$ cat config.mk
export PLATFORM = sky130hd
export DESIGN_NAME = wk_adc_latch
export DESIGN_NICKNAME = d
export VERILOG_FILES = /design/src/rtl/wk_pkg.sv /design/src/rtl/wk_gray_counter.sv /design/src/rtl/wk_chan_latch.sv /design/src/rtl/wk_gray_decode.sv /design/src/rtl/wk_adc_latch.sv
export SDC_FILE = /design/constraint.sdc
export NUM_CORES = 2
export LEC_CHECK = 0
export BUFFER_PORTS_ARGS = -buffer_cell sky130_fd_sc_hd__buf_4
export CAP_MARGIN = 20
export CORE_AREA = 2 2 393 395
export CTS_CLUSTER_SIZE = 14
export DETAILED_ROUTE_END_ITERATION = 7
export DIE_AREA = 0 0 395 397
export PLACE_DENSITY = 0.7
export SETUP_SLACK_MARGIN = 0.2
export SYNTH_ARGS = -nofsm -noshare
export SYNTH_HDL_FRONTEND = slang
export SYNTH_SLANG_ARGS = --single-unit
$ cat constraint.sdc
create_clock -name clk -period 4.35 [get_ports clk]
set_input_delay 0.87 -clock clk [delete_from_list [all_inputs] [get_ports clk]]
set_output_delay 0.87 -clock clk [all_outputs]
set_load 0.05 [all_outputs]
$ cat src/rtl/wk_pkg.sv
package wk_pkg;
   localparam int unsigned WK_MIN_SYNC = 2;
   localparam int unsigned WK_MAX_BITS = 24;

   function automatic logic [31:0] bin_to_gray(input logic [31:0] b);
      return b ^ (b >> 1);
   endfunction
endpackage

$ cat src/rtl/wk_gray_counter.sv
module wk_gray_counter #(
   parameter int unsigned NBITS = 12
) (
   input  logic             clk,
   input  logic             rst_n,
   input  logic             start,
   output logic             launch,
   output logic             busy,
   output logic             last,
   output logic             done,
   output logic [NBITS-1:0] gray_q
);
   localparam logic [NBITS-1:0] TOP = {NBITS{1'b1}};

   logic [NBITS-1:0] bin_q;
   logic [NBITS-1:0] bin_nxt;
   logic             busy_q;
   logic             done_q;

   assign bin_nxt = bin_q + 1'b1;
   assign launch  = start && !busy_q;
   assign last    = busy_q && (bin_q == TOP);
   assign busy    = busy_q;
   assign done    = done_q;

   always_ff @(posedge clk or negedge rst_n) begin
      if (!rst_n) begin
         bin_q  <= '0;
         gray_q <= '0;
         busy_q <= 1'b0;
         done_q <= 1'b0;
      end else begin
         done_q <= 1'b0;
         if (busy_q) begin
            if (bin_q == TOP) begin
               busy_q <= 1'b0;
               done_q <= 1'b1;
               bin_q  <= '0;
               gray_q <= '0;
            end else begin
               bin_q  <= bin_nxt;
               gray_q <= NBITS'(wk_pkg::bin_to_gray(32'(bin_nxt)));
            end
         end else if (start) begin
            busy_q <= 1'b1;
            bin_q  <= '0;
            gray_q <= '0;
         end
      end
   end
endmodule

$ cat src/rtl/wk_chan_latch.sv
module wk_chan_latch #(
   parameter int unsigned NBITS       = 12,
   parameter int unsigned SYNC_STAGES = 2
) (
   input  logic             clk,
   input  logic             rst_n,
   input  logic             cmp_raw,
   input  logic             launch,
   input  logic             busy,
   input  logic             last,
   input  logic [NBITS-1:0] gray,
   output logic [NBITS-1:0] code_q,
   output logic             ovf_q
);
   localparam logic [NBITS-1:0] FULL_GRAY = {1'b1, {(NBITS-1){1'b0}}};

   logic [SYNC_STAGES-1:0] sync_q;
   logic                   sync_d;
   logic                   held_q;
   logic                   rise;

   assign rise = sync_q[SYNC_STAGES-1] && !sync_d;

   always_ff @(posedge clk or negedge rst_n) begin
      if (!rst_n) begin
         sync_q <= '0;
         sync_d <= 1'b0;
      end else begin
         sync_q <= {sync_q[SYNC_STAGES-2:0], cmp_raw};
         sync_d <= sync_q[SYNC_STAGES-1];
      end
   end

   always_ff @(posedge clk or negedge rst_n) begin
      if (!rst_n) begin
         code_q <= '0;
         ovf_q  <= 1'b0;
         held_q <= 1'b0;
      end else if (launch) begin
         code_q <= '0;
         ovf_q  <= 1'b0;
         held_q <= 1'b0;
      end else if (busy && !held_q) begin
         if (rise) begin
            code_q <= gray;
            held_q <= 1'b1;
         end else if (last) begin
            code_q <= FULL_GRAY;
            ovf_q  <= 1'b1;
            held_q <= 1'b1;
         end
      end
   end
endmodule

$ cat src/rtl/wk_gray_decode.sv
module wk_gray_decode #(
   parameter int unsigned NBITS = 12
) (
   input  logic [NBITS-1:0] gray,
   output logic [NBITS-1:0] bin
);
   for (genvar i = 0; i < NBITS; i++) begin : g_bit
      assign bin[i] = ^gray[NBITS-1:i];
   end
endmodule

$ cat src/rtl/wk_adc_latch.sv
module wk_adc_latch #(
   parameter int unsigned NCH         = 72,
   parameter int unsigned NBITS       = 12,
   parameter int unsigned SYNC_STAGES = 2
) (
   input  logic                 clk,
   input  logic                 rst_n,
   input  logic                 start,
   input  logic [NCH-1:0]       cmp_in,
   output logic [NCH*NBITS-1:0] result,
   output logic [NCH-1:0]       ovf,
   output logic                 busy,
   output logic                 done
);
   if (NBITS < 2 || NBITS > wk_pkg::WK_MAX_BITS) begin : g_bad_bits
      $error("wk_adc_latch: NBITS out of range");
   end
   if (SYNC_STAGES < wk_pkg::WK_MIN_SYNC) begin : g_bad_sync
      $error("wk_adc_latch: SYNC_STAGES below minimum");
   end
   if (NCH < 1) begin : g_bad_nch
      $error("wk_adc_latch: NCH must be positive");
   end

   logic             launch_w;
   logic             last_w;
   logic [NBITS-1:0] gray_w;

   wk_gray_counter #(.NBITS(NBITS)) u_cnt (
      .clk    (clk),
      .rst_n  (rst_n),
      .start  (start),
      .launch (launch_w),
      .busy   (busy),
      .last   (last_w),
      .done   (done),
      .gray_q (gray_w)
   );

   for (genvar ch = 0; ch < NCH; ch++) begin : g_ch
      logic [NBITS-1:0] code;
      wk_chan_latch #(.NBITS(NBITS), .SYNC_STAGES(SYNC_STAGES)) u_lat (
         .clk     (clk),
         .rst_n   (rst_n),
         .cmp_raw (cmp_in[ch]),
         .launch  (launch_w),
         .busy    (busy),
         .last    (last_w),
         .gray    (gray_w),
         .code_q  (code),
         .ovf_q   (ovf[ch])
      );
      wk_gray_decode #(.NBITS(NBITS)) u_dec (
         .gray (code),
         .bin  (result[ch*NBITS +: NBITS])
      );
   end
endmodule

Word-level counts from Yosys, hierarchy flattened
Cells that the tools add are included.
Widths: inputs -> output; s select.
{"block": "word_totals", "ff_bits": 1250, "in_bits": 75, "output_inout_bits": 938}
{"block": "classes", "addsub": 1, "eq_ne": 73, "n_mux": 660, "bitwise": 1, "reduce_logical": 1373}
{"operator": "$mux 12", "count": 222}
{"operator": "$reduce_xor 12->1", "count": 72}
{"operator": "$reduce_xor 11->1", "count": 72}
{"operator": "$reduce_xor 10->1", "count": 72}
{"operator": "$reduce_xor 9->1", "count": 72}
{"operator": "$reduce_xor 8->1", "count": 72}
{"operator": "$reduce_xor 7->1", "count": 72}
{"operator": "$mux 1", "count": 438}
{"operator": "$reduce_xor 6->1", "count": 72}
{"operator": "$reduce_xor 5->1", "count": 72}
{"operator": "$reduce_xor 4->1", "count": 72}
{"operator": "$reduce_and 3->1", "count": 72}
{"operator": "$reduce_bool 3->1", "count": 72}
{"operator": "$reduce_xor 3->1", "count": 72}
{"operator": "$reduce_bool 2->1", "count": 74}
{"operator": "$logic_and 1x1->1", "count": 146}
{"operator": "$logic_not 1->1", "count": 145}
{"operator": "$reduce_and 2->1", "count": 72}
{"operator": "$reduce_xor 2->1", "count": 72}
{"operator": "$ne 2x2->1 const B", "count": 71}
{"operator": "$add 12x1->12 const B", "count": 1}
{"operator": "$eq 12x12->1 const B", "count": 1}
{"operator": "$xor 12x11->12", "count": 1}
{"operator": "$ne 2x1->1 const B", "count": 1}

Depth between registers and ports, before layout
{"block": "logic_depth", "word_depth": 6, "mapped_depth": 9, "mapped_depth_nobuf": 6}

By module
From an unflattened synthesis, not the netlist that was laid out.
{"block": "unflattened", "cells_unflattened": 7286, "hier_area_um2": 73434.2}
{"mod": "wk_chan_latch", "instances": 72, "cells_per_inst": 80, "area_each_um2": 767.0}
{"mod": "wk_gray_decode", "instances": 72, "cells_per_inst": 19, "area_each_um2": 232.7}
{"mod": "wk_gray_counter", "instances": 1, "cells_per_inst": 158, "area_each_um2": 1455.1}

Worst setup path before layout
No wires, ideal clock.
{"block": "synth_path", "kind": "register -> output", "from": "register g_ch[39].u_lat.code_q[11]", "to": "output result[469]", "arrival_ns": 3.765, "required_ns": 3.480, "setup_slack_ns": -0.285, "stages_incl_launch_ff": 6, "n_path_buf": 0, "path_cell_list": "dfrtp_1 > xor2_1 > xnor3_1 > xnor3_2 > xnor2_2 > xor2_1"}
{"block": "synth_between", "elab_chain_cells": 1}
{"item": "start: declaration", "line_no": "wk_chan_latch.sv:12", "text": "output logic [NBITS-1:0] code_q,"}
{"item": "start signal: assignment", "line_no": "wk_chan_latch.sv:45", "text": "code_q <= gray;"}
{"item": "$reduce_xor 11->1", "line_no": "wk_gray_decode.sv:8", "text": "assign bin[i] = ^gray[NBITS-1:i];"}
{"item": "end: declaration", "line_no": "wk_adc_latch.sv:10", "text": "output logic [NCH*NBITS-1:0] result,"}
Every way passes these cells.

Worst setup path after layout
{"block": "layout_path", "from": "register g_ch[23].u_lat.code_q[11]", "to": "output result[279]"}
{"block": "layout_between", "elab_chain_cells": 1}
{"item": "start: declaration", "line_no": "wk_chan_latch.sv:12"}
{"item": "start signal: assignment", "line_no": "wk_chan_latch.sv:45"}
{"item": "$reduce_xor 9->1", "line_no": "wk_gray_decode.sv:8"}
Every way passes these cells.

==> flow_summary.json <==
{
  "cts_made_buffers": 139,
  "fin_setup_tns_ns": 0,
  "fin_nets": 6576,
  "worstSkewPairLatency_ns": 0.76,
  "drive_gt1_share_pct": 24.1,
  "final_common_cell": "dfrtp_1",
  "gp_congestion": 0.916,
  "grt_pass1_wl_um": 308000,
  "core_area_sq_mm": 0.153,
  "worstPathMaxFanout": 4,
  "cts_root_buf": "clkbuf_16",
  "ant_nets": 0,
  "synth_edf_count": 0,
  "syn_area_per_cell_sq_um": 10.7,
  "syn_area_sq_mm": 0.0621,
  "maxCapViolCount": 0,
  "hold_path.class": "in -> async",
  "grt_pass1_vias": 47100,
  "cts.sinks": 1249,
  "clockBufferDepth": 3,
  "htreeDepth": 4,
  "fmax_ghz": 0.247,
  "regArea_sq_mm": 0.0313,
  "grt_max_degree": 133,
  "endpoint_kind": "output pin",
  "ys_seq_area_share_pct": 50.3,
  "synth.ff_latch_count": 1249,
  "critPathKind": "reg -> out",
  "drv_slew": 0,
  "syn_to_final_growth_pct": 21.9,
  "num_rows": 144,
  "cts.clk_slew.worst_paths_ns": 0.06,
  "synth_cell_types": 49,
  "dr.pass1.iters": 6,
  "die-width_um": 395,
  "drc": 0,
  "worst_pin_slew_ns": 1.15,
  "initial_core_util_pct": 40.6,
  "mostFrequentLayoutCells": "dfrtp_1 (1236), buf_4 (1082), a21oi_1 (654)",
  "cts_tree": "done",
  "fin_crit_sh_pct": 93.2,
  "multi_input_area_sq_mm": 0.0276,
  "first_iter_violations": 3997,
  "wire_per_inst_um": 24.3,
  "vias_per_cell": 5.43,
  "fin_skew_ns": 0.0375,
  "synth_cells": 5795,
  "finalHoldViolCount": 0,
  "die_h_um": 397,
  "worst_setup_path_start_kind": "register",
  "synth_ff_type": "dfrtp_1",
  "numPortBuffers": 1012,
  "async_flop_share_pct": 100,
  "relSlewSlack_pct": 23.2,
  "period_needed_ns": 4.05,
  "rsz0062_at_grt": "true",
  "postRouteWirelength_um": 210000,
  "finalSetupViolations": 0,
  "ioPinCount": 1013,
  "utilization_pct": 49.5,
  "dp_hpwl_um": 142000,
  "globalRouteTotalUtil_pct": 26.1,
  "ys.warnings.count": 0,
  "num_vias": 47000,
  "syn_nets": 5871,
  "status": "finished clean",
  "overflow": 0,
  "critPathArrivalTime_ns": 3.18,
  "fill_cells": 13600,
  "required_ns": 3.48,
  "antenna_found_initial": 18,
  "dieArea_sq_mm": 0.157
}
through the flow:
stage | hold WS, ns | cells | setup WS, ns | instance area [sq um]
3_3_place_gp | 0.332 | 8394 | 0.975 | 70800
4_1_cts | 0.112 | 8647 | 0.212 | 75500
3_5_place_dp | 0.335 | 8401 | 0.964 | 70800
5_1_grt | 0.118 | 8657 | 0.179 | 75700
6_report | 0.0906 | 8660 | 0.297 | 75700
2_1_floorplan | 0.331 | 5795 | 0.0315 | 62300
cell families after synthesis:
| group | after synthesis | synth area share, % |
|---|---|---|
| compound gates | 1589 | 15.8 |
| xor+xnor | 1166 | 21.1 |
| fa+ha+maj | 1 | 0.0201 |
| buf+inv | 823 | 6.02 |
| flops | 1249 | 50.3 |
| simple gates | 967 | 6.82 |
state kept, by name (all words and copies together) (netlist names):
register,cells
u_cnt.done,1
u_cnt.gray_q,12
u_cnt.busy,1
g_ch.u_lat.held_q,72
g_ch.u_lat.code_q,864
g_ch.u_lat.ovf_q,72
g_ch.u_lat.sync_q,144
g_ch.u_lat.sync_d,72
u_cnt.bin_q,11
synthesized netlist by cell type, types with 2 or more instances:
library cell | number | area (sq um)
nor2b_1 | 61 | 382
xnor3_2 | 68 | 1620
nor2_1 | 313 | 1170
clkbuf_1 | 311 | 1170
o21ai_0 | 395 | 1980
dfrtp_1 | 1249 | 31300
inv_1 | 241 | 905
xor2_2 | 75 | 1220
a221oi_1 | 6 | 52.6
a31oi_1 | 3 | 18.8
xnor3_1 | 75 | 1690
a21oi_1 | 654 | 3270
nand3_1 | 8 | 40.0
xor3_1 | 2 | 47.6
a21oi_2 | 10 | 87.6
xor3_2 | 2 | 50.1
nor3b_1 | 22 | 165
buf_2 | 62 | 310
a32o_1 | 24 | 240
inv_2 | 36 | 135
buf_1 | 23 | 86.3
a22oi_1 | 67 | 503
xor2_1 | 386 | 3380
and2_1 | 12 | 75.1
nor3_1 | 15 | 75.1
and3_1 | 18 | 113
xor2_4 | 2 | 55.1
a2bb2oi_1 | 3 | 26.3
buf_4 | 145 | 1090
xnor2_1 | 539 | 4720
xnor2_4 | 3 | 82.6
o22ai_1 | 10 | 62.6
nand2b_1 | 95 | 594
a22o_1 | 350 | 3070
xnor2_2 | 14 | 228
o21a_1 | 31 | 233
nand4_1 | 2 | 12.5
buf_6 | 4 | 45.0
a21o_1 | 34 | 255
nand2_1 | 416 | 1560
critical path: stages (launching register included):
cell and delay [ns]:
dfrtp_1 0.41, xnor3_1 0.48, xor2_2 0.27, inv_2 0.07, xnor3_2 0.42, xor2_2 0.29
xnor2_1 0.21, buf_4 0.25
routing by layer:
layer  vias up  wire length [um]  track usage, %
li1      20500                 -               -
met1     23900             82700            33.2
met2      2076             98100            41.1
met3       554             16500            6.16
met4         6             13000            14.6
met5         -                40               0
worst paths after layout:
| check | from | to | slack, ns | cells past startpoint |
|---|---|---|---|---|
| worst min register to register | g_ch[71].u_lat.sync_q[0] | g_ch[71].u_lat.sync_q[1] | 0.34 | 0 |
| worst max register to register | u_cnt.bin_q[0] | g_ch[64].u_lat.code_q[0] | 1.35 | 7 |
| worst max-delay path | g_ch[23].u_lat.code_q[11] | result[279] | 0.30 | 7 |
| max in group asynchronous | rst_n | g_ch[63].u_lat.code_q[10] | 3.03 | 2 |
| worst min-delay path | rst_n | g_ch[71].u_lat.code_q[9] | 0.09 | 1 |
| min in group clk | cmp_in[27] | g_ch[27].u_lat.sync_q[0] | 0.20 | 1 |
what timing repair did:
action / 4_1_cts / 5_1_grt
hold buffers: 0 / 0
endpoints found under the setup margin: 7 / 42
pin swaps: 0 / 2
resized for setup: 6 / 25
buffers inserted: 0 / 2
area by class of cell:
class                   instances  share of cell area [%]
inverters                     278                    1.39
multi-input cells            3723                    36.5
clock buffers                 197                    5.31
clock inverters                49                   0.757
diodes                         11                  0.0363
flip-flops and latches       1249                    41.3
well taps                    2044                    3.38
repair buffers               1109                    11.3
Power is not shown: default switching activity piles up to over one toggle a cycle in this logic, so the estimate is an artifact.
